===== src/rtl/fetime_pkg.sv =====
package fetime_pkg;

  localparam int PID_W = 8;

  // One slot of predicted link timing, as carried through the delay line
  typedef struct packed {
    logic             hdr;
    logic             smp;
    logic [PID_W-1:0] pid;
  } slot_t;

  // Modulo increment used for wrapping pointers and counters
  function automatic int unsigned wrap_inc(input int unsigned v, input int unsigned m);
    return (v + 1 >= m) ? 0 : v + 1;
  endfunction

  // Usable queue depth for the selected mode
  function automatic int unsigned queue_cap(input logic deep, input int unsigned deep_n,
                                            input int unsigned shallow_n);
    return deep ? deep_n : shallow_n;
  endfunction

endpackage


===== src/rtl/fetime_cellptr.sv =====
module fetime_cellptr #(
  parameter int CELLS = 128,
  localparam int PW = $clog2(CELLS)
) (
  input  logic          clk,
  input  logic          rst_n,
  output logic [PW-1:0] ptr_o
);
  import fetime_pkg::*;

  always_ff @(posedge clk or negedge rst_n) begin
    if (!rst_n) ptr_o <= '0;
    else        ptr_o <= PW'(wrap_inc(int'(ptr_o), CELLS));
  end
endmodule


===== src/rtl/fetime_derand.sv =====
module fetime_derand #(
  parameter int DEPTH   = 16,
  parameter int SHALLOW = 8,
  parameter int DW      = 7,
  parameter int OVF_W   = 16,
  localparam int AW = $clog2(DEPTH)
) (
  input  logic          clk,
  input  logic          rst_n,
  input  logic          deep_i,
  input  logic          push_req_i,
  input  logic [DW-1:0] data_i,
  input  logic          pop_i,
  output logic [DW-1:0] head_o,
  output logic [AW:0]   cnt_o,
  output logic [AW:0]   cap_o,
  output logic          push_o,
  output logic          drop_o,
  output logic [OVF_W-1:0] ovf_o
);
  import fetime_pkg::*;

  logic [DW-1:0] mem [DEPTH];
  logic [AW-1:0] wr_ptr, rd_ptr;
  logic          full, do_pop;

  assign cap_o  = (AW+1)'(queue_cap(deep_i, DEPTH, SHALLOW));
  assign full   = (cnt_o >= cap_o);
  assign push_o = push_req_i && !full;
  assign drop_o = push_req_i && full;
  assign do_pop = pop_i && (cnt_o != '0);
  assign head_o = mem[rd_ptr];

  always_ff @(posedge clk) begin
    if (push_o) mem[wr_ptr] <= data_i;
  end

  always_ff @(posedge clk or negedge rst_n) begin
    if (!rst_n) begin
      wr_ptr <= '0;
      rd_ptr <= '0;
      cnt_o  <= '0;
    end else begin
      if (push_o) wr_ptr <= AW'(wrap_inc(int'(wr_ptr), DEPTH));
      if (do_pop) rd_ptr <= AW'(wrap_inc(int'(rd_ptr), DEPTH));
      case ({push_o, do_pop})
        2'b10:   cnt_o <= cnt_o + 1'b1;
        2'b01:   cnt_o <= cnt_o - 1'b1;
        default: cnt_o <= cnt_o;
      endcase
    end
  end

  always_ff @(posedge clk or negedge rst_n) begin
    if (!rst_n)                       ovf_o <= '0;
    else if (drop_o && ovf_o != '1)   ovf_o <= ovf_o + 1'b1;
  end
endmodule


===== src/rtl/fetime_framer.sv =====
module fetime_framer #(
  parameter int SLOTS     = 34,
  parameter int HDR_SLOTS = 2,
  parameter int DW        = 7,
  localparam int SW = $clog2(SLOTS)
) (
  input  logic          clk,
  input  logic          rst_n,
  input  logic          avail_i,
  input  logic [DW-1:0] head_i,
  output logic          pop_o,
  output logic          busy_o,
  output logic          last_o,
  output logic          hdr_o,
  output logic          smp_o,
  output logic [DW-1:0] pid_o
);
  logic [SW-1:0] slot;

  assign last_o = busy_o && (slot == SW'(SLOTS-1));
  assign pop_o  = avail_i && (!busy_o || last_o);
  assign hdr_o  = busy_o && (slot <  SW'(HDR_SLOTS));
  assign smp_o  = busy_o && (slot >= SW'(HDR_SLOTS));

  always_ff @(posedge clk or negedge rst_n) begin
    if (!rst_n) begin
      busy_o <= 1'b0;
      slot   <= '0;
      pid_o  <= '0;
    end else if (pop_o) begin
      busy_o <= 1'b1;
      slot   <= '0;
      pid_o  <= head_i;
    end else if (last_o) begin
      busy_o <= 1'b0;
      slot   <= '0;
    end else if (busy_o) begin
      slot   <= slot + 1'b1;
    end
  end
endmodule


===== src/rtl/fetime_linkdly.sv =====
module fetime_linkdly #(
  parameter int DLY_W = 6,
  parameter int W     = 10,
  localparam int MAXD = (1 << DLY_W) - 1
) (
  input  logic             clk,
  input  logic             rst_n,
  input  logic [W-1:0]     d_i,
  input  logic [DLY_W-1:0] dly_i,
  output logic [W-1:0]     q_o
);
  logic [W-1:0] taps [MAXD];

  always_ff @(posedge clk or negedge rst_n) begin
    if (!rst_n) taps[0] <= '0;
    else        taps[0] <= d_i;
  end

  for (genvar g = 1; g < MAXD; g++) begin : g_tap
    always_ff @(posedge clk or negedge rst_n) begin
      if (!rst_n) taps[g] <= '0;
      else        taps[g] <= taps[g-1];
    end
  end

  assign q_o = (dly_i == '0) ? d_i : taps[dly_i - 1'b1];
endmodule


===== src/rtl/fetime_emu.sv =====
module fetime_emu #(
  parameter int CELLS     = 128,
  parameter int DEPTH     = 16,
  parameter int SHALLOW   = 8,
  parameter int SLOTS     = 34,
  parameter int HDR_SLOTS = 2,
  parameter int DLY_W     = 6,
  parameter int DLY_RST   = 4,
  parameter int OVF_W     = 16,
  localparam int PID_W = fetime_pkg::PID_W,
  localparam int PW    = $clog2(CELLS),
  localparam int AW    = $clog2(DEPTH)
) (
  input  logic             clk,
  input  logic             rst_n,
  input  logic             l0_acc,
  input  logic             deep_mode,
  input  logic             dly_we,
  input  logic [DLY_W-1:0] dly_wdata,
  output logic             hdr_valid,
  output logic             smp_valid,
  output logic [PID_W-1:0] pred_pid,
  output logic [OVF_W-1:0] ovf_count
);
  import fetime_pkg::*;

  // Named internal events, also observed by the bound checker
  logic [PW-1:0]    cell_ptr;
  logic [PW-1:0]    fifo_head;
  logic [AW:0]      fifo_cnt, fifo_cap;
  logic             push_evt, drop_evt, pop_evt;
  logic             frm_busy, frm_last;
  logic             chip_hdr, chip_smp;
  logic [PW-1:0]    chip_pid;
  logic [DLY_W-1:0] link_dly;
  slot_t            near_slot, far_slot;

  always_ff @(posedge clk or negedge rst_n) begin
    if (!rst_n)      link_dly <= DLY_W'(DLY_RST);
    else if (dly_we) link_dly <= dly_wdata;
  end

  fetime_cellptr #(.CELLS(CELLS)) u_ptr (
    .clk(clk), .rst_n(rst_n), .ptr_o(cell_ptr)
  );

  fetime_derand #(.DEPTH(DEPTH), .SHALLOW(SHALLOW), .DW(PW), .OVF_W(OVF_W)) u_derand (
    .clk(clk), .rst_n(rst_n), .deep_i(deep_mode),
    .push_req_i(l0_acc), .data_i(cell_ptr), .pop_i(pop_evt),
    .head_o(fifo_head), .cnt_o(fifo_cnt), .cap_o(fifo_cap),
    .push_o(push_evt), .drop_o(drop_evt), .ovf_o(ovf_count)
  );

  fetime_framer #(.SLOTS(SLOTS), .HDR_SLOTS(HDR_SLOTS), .DW(PW)) u_framer (
    .clk(clk), .rst_n(rst_n), .avail_i(fifo_cnt != '0), .head_i(fifo_head),
    .pop_o(pop_evt), .busy_o(frm_busy), .last_o(frm_last),
    .hdr_o(chip_hdr), .smp_o(chip_smp), .pid_o(chip_pid)
  );

  always_comb begin
    near_slot.hdr = chip_hdr;
    near_slot.smp = chip_smp;
    near_slot.pid = chip_hdr ? PID_W'(chip_pid) : '0;
  end

  fetime_linkdly #(.DLY_W(DLY_W), .W($bits(slot_t))) u_dly (
    .clk(clk), .rst_n(rst_n), .d_i(near_slot), .dly_i(link_dly), .q_o(far_slot)
  );

  assign hdr_valid = far_slot.hdr;
  assign smp_valid = far_slot.smp;
  assign pred_pid  = far_slot.pid;
endmodule


===== config.mk =====
export PLATFORM = sky130hd
export DESIGN_NAME = fetime_emu
export DESIGN_NICKNAME = d
export VERILOG_FILES = /design/src/rtl/fetime_pkg.sv /design/src/rtl/fetime_cellptr.sv /design/src/rtl/fetime_derand.sv /design/src/rtl/fetime_framer.sv /design/src/rtl/fetime_linkdly.sv /design/src/rtl/fetime_emu.sv
export SDC_FILE = /design/constraint.sdc
export NUM_CORES = 1
export LEC_CHECK = 0
export BUFFER_PORTS_ARGS = -buffer_cell sky130_fd_sc_hd__buf_2
export CAP_MARGIN = 20
export CORE_UTILIZATION = 50
export CTS_CLUSTER_DIAMETER = 30
export CTS_CLUSTER_SIZE = 8
export DETAILED_ROUTE_END_ITERATION = 8
export PLACE_DENSITY = 0.77
export SLEW_MARGIN = 20
export SYNTH_ARGS = -nofsm -noshare
export SYNTH_HDL_FRONTEND = slang
export SYNTH_SLANG_ARGS = --single-unit

===== constraint.sdc =====
create_clock -name clk -period 11.03 [get_ports clk]
set_input_delay 1.103 -clock clk [delete_from_list [all_inputs] [get_ports clk]]
set_output_delay 1.103 -clock clk [all_outputs]
set_load 0.01 [all_outputs]

Yosys cells after proc, flatten, opt, wreduce, memory -nomap -nowiden:

Memory sizes are Yosys's and may differ from the RTL's. A register that Yosys moved wholly into a read port is not among the register bits.
Cells that the tools add are included.

* register bits: 679
* memory bits (writable): 112
* output and inout port bits: 26
* word-level logic and storage cells: 126
* memories kept: 1

* add/sub/neg operators: 8
* magnitude comparators: 7
* equal/unequal tests: 4
* multiplexer cells: 17
* bitwise operators: 1
* reduce and logical (&&, ||, !) cells: 17

Memories
* u_derand.mem: words 16, width 7, rd ports 1, clocked after memory_dff 1, wr ports 1, line fetime_derand.sv:23 `logic [DW-1:0] mem [DEPTH];`

Operator list (number)
* binary-select mux 10 bit (select 6 bit): 1
* two-way mux 10 bit: 3
* two-way mux 6 bit: 3
* adder 16 x 1 -> 16 bit, second input constant: 1
* inequality test 16 bit, second input constant: 1
* two-way mux 7 bit: 2
* adder 4 x 1 -> 5 bit, second input constant: 2
* >= comparator 5 bit, second input constant: 2
* case mux 5 bit (2 select lines): 1
* adder 7 x 1 -> 8 bit, second input constant: 1
* >= comparator 8 bit, second input constant: 1
* logical AND 1 bit: 8
* two-way mux 4 bit: 2
* >= comparator 7 bit, second input constant: 1
* NOT 6 -> 7 bit: 1
* adder 6 x 1 -> 6 bit, second input constant: 1
* equality test 6 bit, second input constant: 1
* >= comparator 6 x 2 -> 1 bit, second input constant: 1
* zero test 6 bit: 1
* less-than comparator 6 x 2 -> 1 bit, second input constant: 1
* subtractor 6 x 1 -> 6 bit, second input constant: 1
* adder 5 x 1 -> 5 bit, second input constant: 1
* >= comparator 5 bit: 1
* two-way mux 5 bit: 1
* 9 further kinds: 15

Longest topological paths before layout:

* depth in word-level cells: 7
* depth in mapped cells: 17
* gate-level depth less buffers: 15

By module:

A second synthesis with hierarchy kept.

* cells, all modules: 1648
* area total of the unflattened synthesis: 28741.3 um^2

Modules (own cells, without submodules)
* fetime_linkdly: times used 1, cells each 1145, area an instance 21254.1 um^2
* fetime_derand: times used 1, cells each 356, area an instance 5943.2 um^2
* fetime_framer: times used 1, cells each 95, area an instance 922.1 um^2
* fetime_emu: times used 1, cells each 24, area an instance 312.8 um^2
* fetime_cellptr: times used 1, cells each 28, area an instance 309.0 um^2

Worst setup path after synthesis:

No wires, ideal clock.

* kind: register -> output
* from: register link_dly[0]
* to: output hdr_valid
* arrival time: 3529 ps
* data required time: 9927 ps
* setup slack: 6398 ps
* stages on the path, launching flop included: 16
* path buffers: 9
* cells stage by stage: dfrtp_1 -> buf_6 -> buf_12 -> buf_6 -> buf_6 -> inv_1 -> clkbuf_8 -> clkbuf_1 -> ha_1 -> buf_6 -> xor2_2 -> buf_4 -> buf_4 -> mux2_2 -> a2111o_1 -> o311ai_1

* word-level cells in the longest chain between the ends: 6

RTL lines
* start, declared: line fetime_emu.sv:35 `logic [DLY_W-1:0] link_dly;`
* start signal, assigned: line fetime_emu.sv:39 `if (!rst_n) link_dly <= DLY_W'(DLY_RST);`
* start signal, assigned: line fetime_emu.sv:40 `else if (dly_we) link_dly <= dly_wdata;`
* subtractor 6 x 1 -> 6 bit: line fetime_linkdly.sv:26 `assign q_o = (dly_i == '0) ? d_i : taps[dly_i - 1'b1];`
* NOT 6 -> 7 bit (implied by the code): line fetime_linkdly.sv:26
* binary-select mux 10 bit (select 6 bit): line fetime_linkdly.sv:26
* two-way mux 10 bit (implied by the code) (2 in a row): line fetime_linkdly.sv:26
* two-way mux 10 bit *: line fetime_linkdly.sv:26
* end, declared: line fetime_emu.sv:20 `output logic hdr_valid,`

Every way passes the cells marked *; elsewhere a longest branch is shown, timed or not. The select of a mux whose other input is x is not followed.

Worst setup path after layout:

* from: register link_dly[0]
* to: output pred_pid[2]

* word-level cells in the longest chain between the ends: 6

RTL lines
* subtractor 6 x 1 -> 6 bit: line fetime_linkdly.sv:26
* NOT 6 -> 7 bit (implied by the code): line fetime_linkdly.sv:26
* binary-select mux 10 bit (select 6 bit): line fetime_linkdly.sv:26
* two-way mux 10 bit (implied by the code) (2 in a row): line fetime_linkdly.sv:26
* two-way mux 10 bit *: line fetime_linkdly.sv:26
* end, declared: line fetime_emu.sv:22 `output logic [PID_W-1:0] pred_pid,`

Marked as above.

==> impl_summary.log <==
[metrics] commonest cells after routing, fill and taps aside: sky130_fd_sc_hd__dfrtp_1, sky130_fd_sc_hd__mux4_2, sky130_fd_sc_hd__clkbuf_16, sky130_fd_sc_hd__edfxtp_1
[metrics] switching portion of total power: 0.2552
[metrics] met2 WL: 27510 um
[metrics] total power of the final layout: 7.405 mW
[metrics] Post CTS Setup Buffer Count: 0
[metrics] final-report setup violation count: 0
[metrics] quantity of gates resized following cts: 0
[metrics] count of yosys warnings during synthesis: 0
[metrics] async set or reset register ratio after synthesis: 0.8476
[metrics] most common cell after layout, fill and taps aside: sky130_fd_sc_hd__dfrtp_1
[metrics] worst skew pair latency: 0.68 ns
[metrics] initial DRC count: 1063
[metrics] Sw Pwr: 1.890 mW
[metrics] topmost layer with routed signal wires: met5
[metrics] DRC: 0
[metrics] drt pass-1 iters: 5
[metrics] Final nets: 1580
[metrics] combined area of all synthesized cells: 0.02639 mm^2
[metrics] crit path capture type: primary output
[metrics] total nets after synthesis: 1464
[metrics] Ports: 37
[metrics] wire length per cell after detailed routing: 24.33 um
[metrics] Fill cells: 3482
[metrics] sum of overflow across all layers after global routing: 0
[metrics] Detail Route met3 WL: 3337 um
[metrics] die outline height: 231.7 um
[metrics] Max Clock Freq: 137.5 MHz
[metrics] gate count of the mapped netlist: 1435
[metrics] per-instance average area after synthesis: 18.39 um^2
[metrics] startpoint class of the critical path: flip-flop
[metrics] Int Power: 5.515 mW
[metrics] Die Footprint: 0.05370 mm^2
[metrics] number of non-filler instances in the completed layout: 2304
[metrics] Multi-input gate area: 0.007007 mm^2
[metrics] number of enable-type register cells in the synthesized netlist: 112
[metrics] routed via count divided by cell count: 5.898
[metrics] worst rel slew slack: 0.2771
[metrics] maximum net fanout on the critical path: 68
[metrics] global-route usage over all layers: 0.2208
[metrics] portion of the post-synthesis area used by sequential elements: 0.7182
[metrics] DIE WIDTH: 231.7 um
[metrics] half-perimeter wire length after placement: 29640 um
[metrics] clock transition at the register clock pins on the worst setup and hold paths after CTS: 0.05 ns
[metrics] number of CTS-inserted buffers: 120
[metrics] residual antenna-violating net count after detailed routing: 0
[metrics] first-pass GRT wire length: 89450 um
[metrics] peak supply drop: 0.0001929 V
[metrics] Period Utilization, post-route: 0.6592
[metrics] final weighted congestion in routability-driven placement: 0.7878
[metrics] Post-synth top flop: sky130_fd_sc_hd__dfrtp_1
[metrics] Storage cell area: 0.01896 mm^2
[metrics] largest cells by area after synthesis: sky130_fd_sc_hd__dfrtp_1, sky130_fd_sc_hd__mux4_2, sky130_fd_sc_hd__edfxtp_1
[metrics] Fin. Hold Viols: 0
[metrics] relative contribution of the clock network to total power: 0.467
[metrics] via count of the first global-routing pass: 15270
[metrics] Core Rows: 83
[metrics] status: completed
[metrics] number of clock sinks seen by CTS: 735
[metrics] WL final: 56060 um
[metrics] Layout area overhead: 17.52%
[metrics] type of the setup path with the least slack: reg -> out
[metrics] H-tree level count: 3
[metrics] slew of the pin with the lowest slew margin: 1.075 ns
[metrics] routed metal-1 wirelength: 23130 um
[metrics] share of total power in sequential cells: 0.427
[metrics] reported max-cap violation count: 0
[metrics] Seq cells post-synth: 735
[metrics] number of antenna violations at the first check in global routing: 2
[metrics] total number of vias: 13590
[metrics] number of instances in the placed design: 2109
[metrics] Placed Area: 0.02725 mm^2
[metrics] antenna fix cells: 0
[metrics] Arrival @ worst endpoint: 6.17 ns
[metrics] final design area excluding fillers: 0.03101 mm^2
[metrics] RSZ-0062 raised after global routing: no
[metrics] Post-CTS Hold Buffers: 0
[metrics] combinational share of power: 0.106
[metrics] total negative setup slack: 0 ns
[metrics] power density of the placed cells: 238.8 mW/mm^2
[metrics] clock period minus final worst setup slack: 7.271 ns
[metrics] starting density of the core: 0.5103
[metrics] Port Buffers: 35
[metrics] area of the core region: 0.05172 mm^2
[metrics] largest area contributor in the synthesized netlist: sky130_fd_sc_hd__dfrtp_1
[metrics] Slew Viols, Final: 0
[metrics] Clock Tree Buf Depth: 3
[metrics] critical path data required time: 9.93 ns
[metrics] CTS tree: done
[metrics] portion of synthesized cell area occupied by the leading cell type: 0.5898
[metrics] pin count of the biggest net entering global routing: 120
[metrics] Distinct cells, synth: 64
[metrics] clk root buf: sky130_fd_sc_hd__clkbuf_16
[metrics] Leak: 13.76 nW
[metrics] post-route clock skew: 0.06938 ns
[metrics] share of final-layout standard cells stronger than drive strength 1: 0.2771
[metrics] kind of path behind the tightest hold check: reg -> reg
## sequential cells by signal, summed over array words and instances, names as in the netlist
| register | count |
|---|---|
| u_derand.ovf_o | 16 |
| u_derand.rd_ptr | 4 |
| u_derand.mem | 112 |
| u_framer.slot | 6 |
| u_derand.cnt_o | 5 |
| link_dly | 6 |
| u_framer.pid_o | 7 |
| u_framer.busy_o | 1 |
| u_derand.wr_ptr | 4 |
| u_dly.taps | 567 |
| u_ptr.ptr_o | 7 |
## routing by layer
metal | up-vias | global-route usage
met3 | 130 | 0.05182
met2 | 467 | 0.3426
met1 | 7387 | 0.2986
met4 | 2 | 0.1038
li1 | 5602 | -
met5 | - | 0
## kinds of logic after synthesis
group                      after synthesis  share of synthesized area
AOI/OAI and AO/OA                      127                    0.03257
buffers and inverters                   88                    0.01901
adders and majority gates               18                   0.008534
xor gates and xnor gates                33                    0.01124
muxes                                  228                     0.1705
DFF                                    735                     0.7182
and+or+nand+nor                        205                    0.03978
other                                    1                  0.0001421
## worst max-delay path, cell delays in order (launching register included)
cell and delay, ns:
sky130_fd_sc_hd__dfrtp_4 0.85, sky130_fd_sc_hd__inv_1 0.20, sky130_fd_sc_hd__ha_4 0.48, sky130_fd_sc_hd__buf_4 0.70
sky130_fd_sc_hd__buf_4 0.90, sky130_fd_sc_hd__mux4_2 0.37, sky130_fd_sc_hd__and3_1 0.17, sky130_fd_sc_hd__a211oi_1 0.05
sky130_fd_sc_hd__a2111oi_0 0.79, sky130_fd_sc_hd__nor4_1 0.18, sky130_fd_sc_hd__a211oi_1 0.47, sky130_fd_sc_hd__buf_2 0.23
## power groups by stage
stage	clock [mW]	combinational (mW)	sequential, mW
6_report	3.46	0.785	3.16
5_1_grt	3.62	0.848	3.19
2_1_floorplan	0	0.583	3.10
3_3_place_gp	0	0.751	3.17
3_5_place_dp	0	0.770	3.19
4_1_cts	3.50	0.791	3.16
## through the flow
stage                     setup WS, ns    util  hold WS, ns
final                            3.759  0.5997       0.3212
after detailed placement         4.625  0.5270       0.3543
after CTS                        3.705  0.5992       0.3245
after floorplan                  6.398       -       0.3459
after global routing             3.548  0.5997       0.3422
after global placement           4.761  0.5270       0.3511
## cell usage after synthesis, drive strengths merged, types with 2 or more instances
cell	number
nand3	16
dfrtp	622
nor4b	2
nor4	13
nor3	17
nand2b	4
and4	2
a31oi	3
or4b	2
o21ai	26
inv	22
nor3b	3
a21o	9
nand4	6
nor2	48
mux2i	19
and3	15
nor2b	8
a211oi	18
ha	18
and2	14
edfxtp	112
clkbuf	23
or3	2
xor2	14
o22ai	8
nand2	49
buf	43
a2111oi	10
a21oi	32
mux4	170
nand3b	2
xnor2	19
a22oi	11
mux2	39
## worst paths after layout
check	from	to	slack, ns	cells past startpoint
min in group asynchronous	rst_n	u_dly.taps[356]	0.50	1
worst max register to register	u_framer.slot[2]	u_derand.cnt_o[4]	7.16	12
worst max-delay path	link_dly[0]	pred_pid[2]	3.76	11
worst min-delay path	u_dly.taps[609]	u_dly.taps[599]	0.32	0
max in group asynchronous	rst_n	u_dly.taps[489]	8.12	3
worst min register to register	u_dly.taps[609]	u_dly.taps[599]	0.32	0
## final cells by class
cell class / instances / share of cell area
flip-flops and latches: 735 / 0.6114
multi-input cells: 612 / 0.2259
clock buffers: 159 / 0.1067
well taps: 680 / 0.02743
clock inverters: 36 / 0.01372
repair buffers: 60 / 0.01214
inverters: 22 / 0.002663
Power figures use the tool's default switching activity.
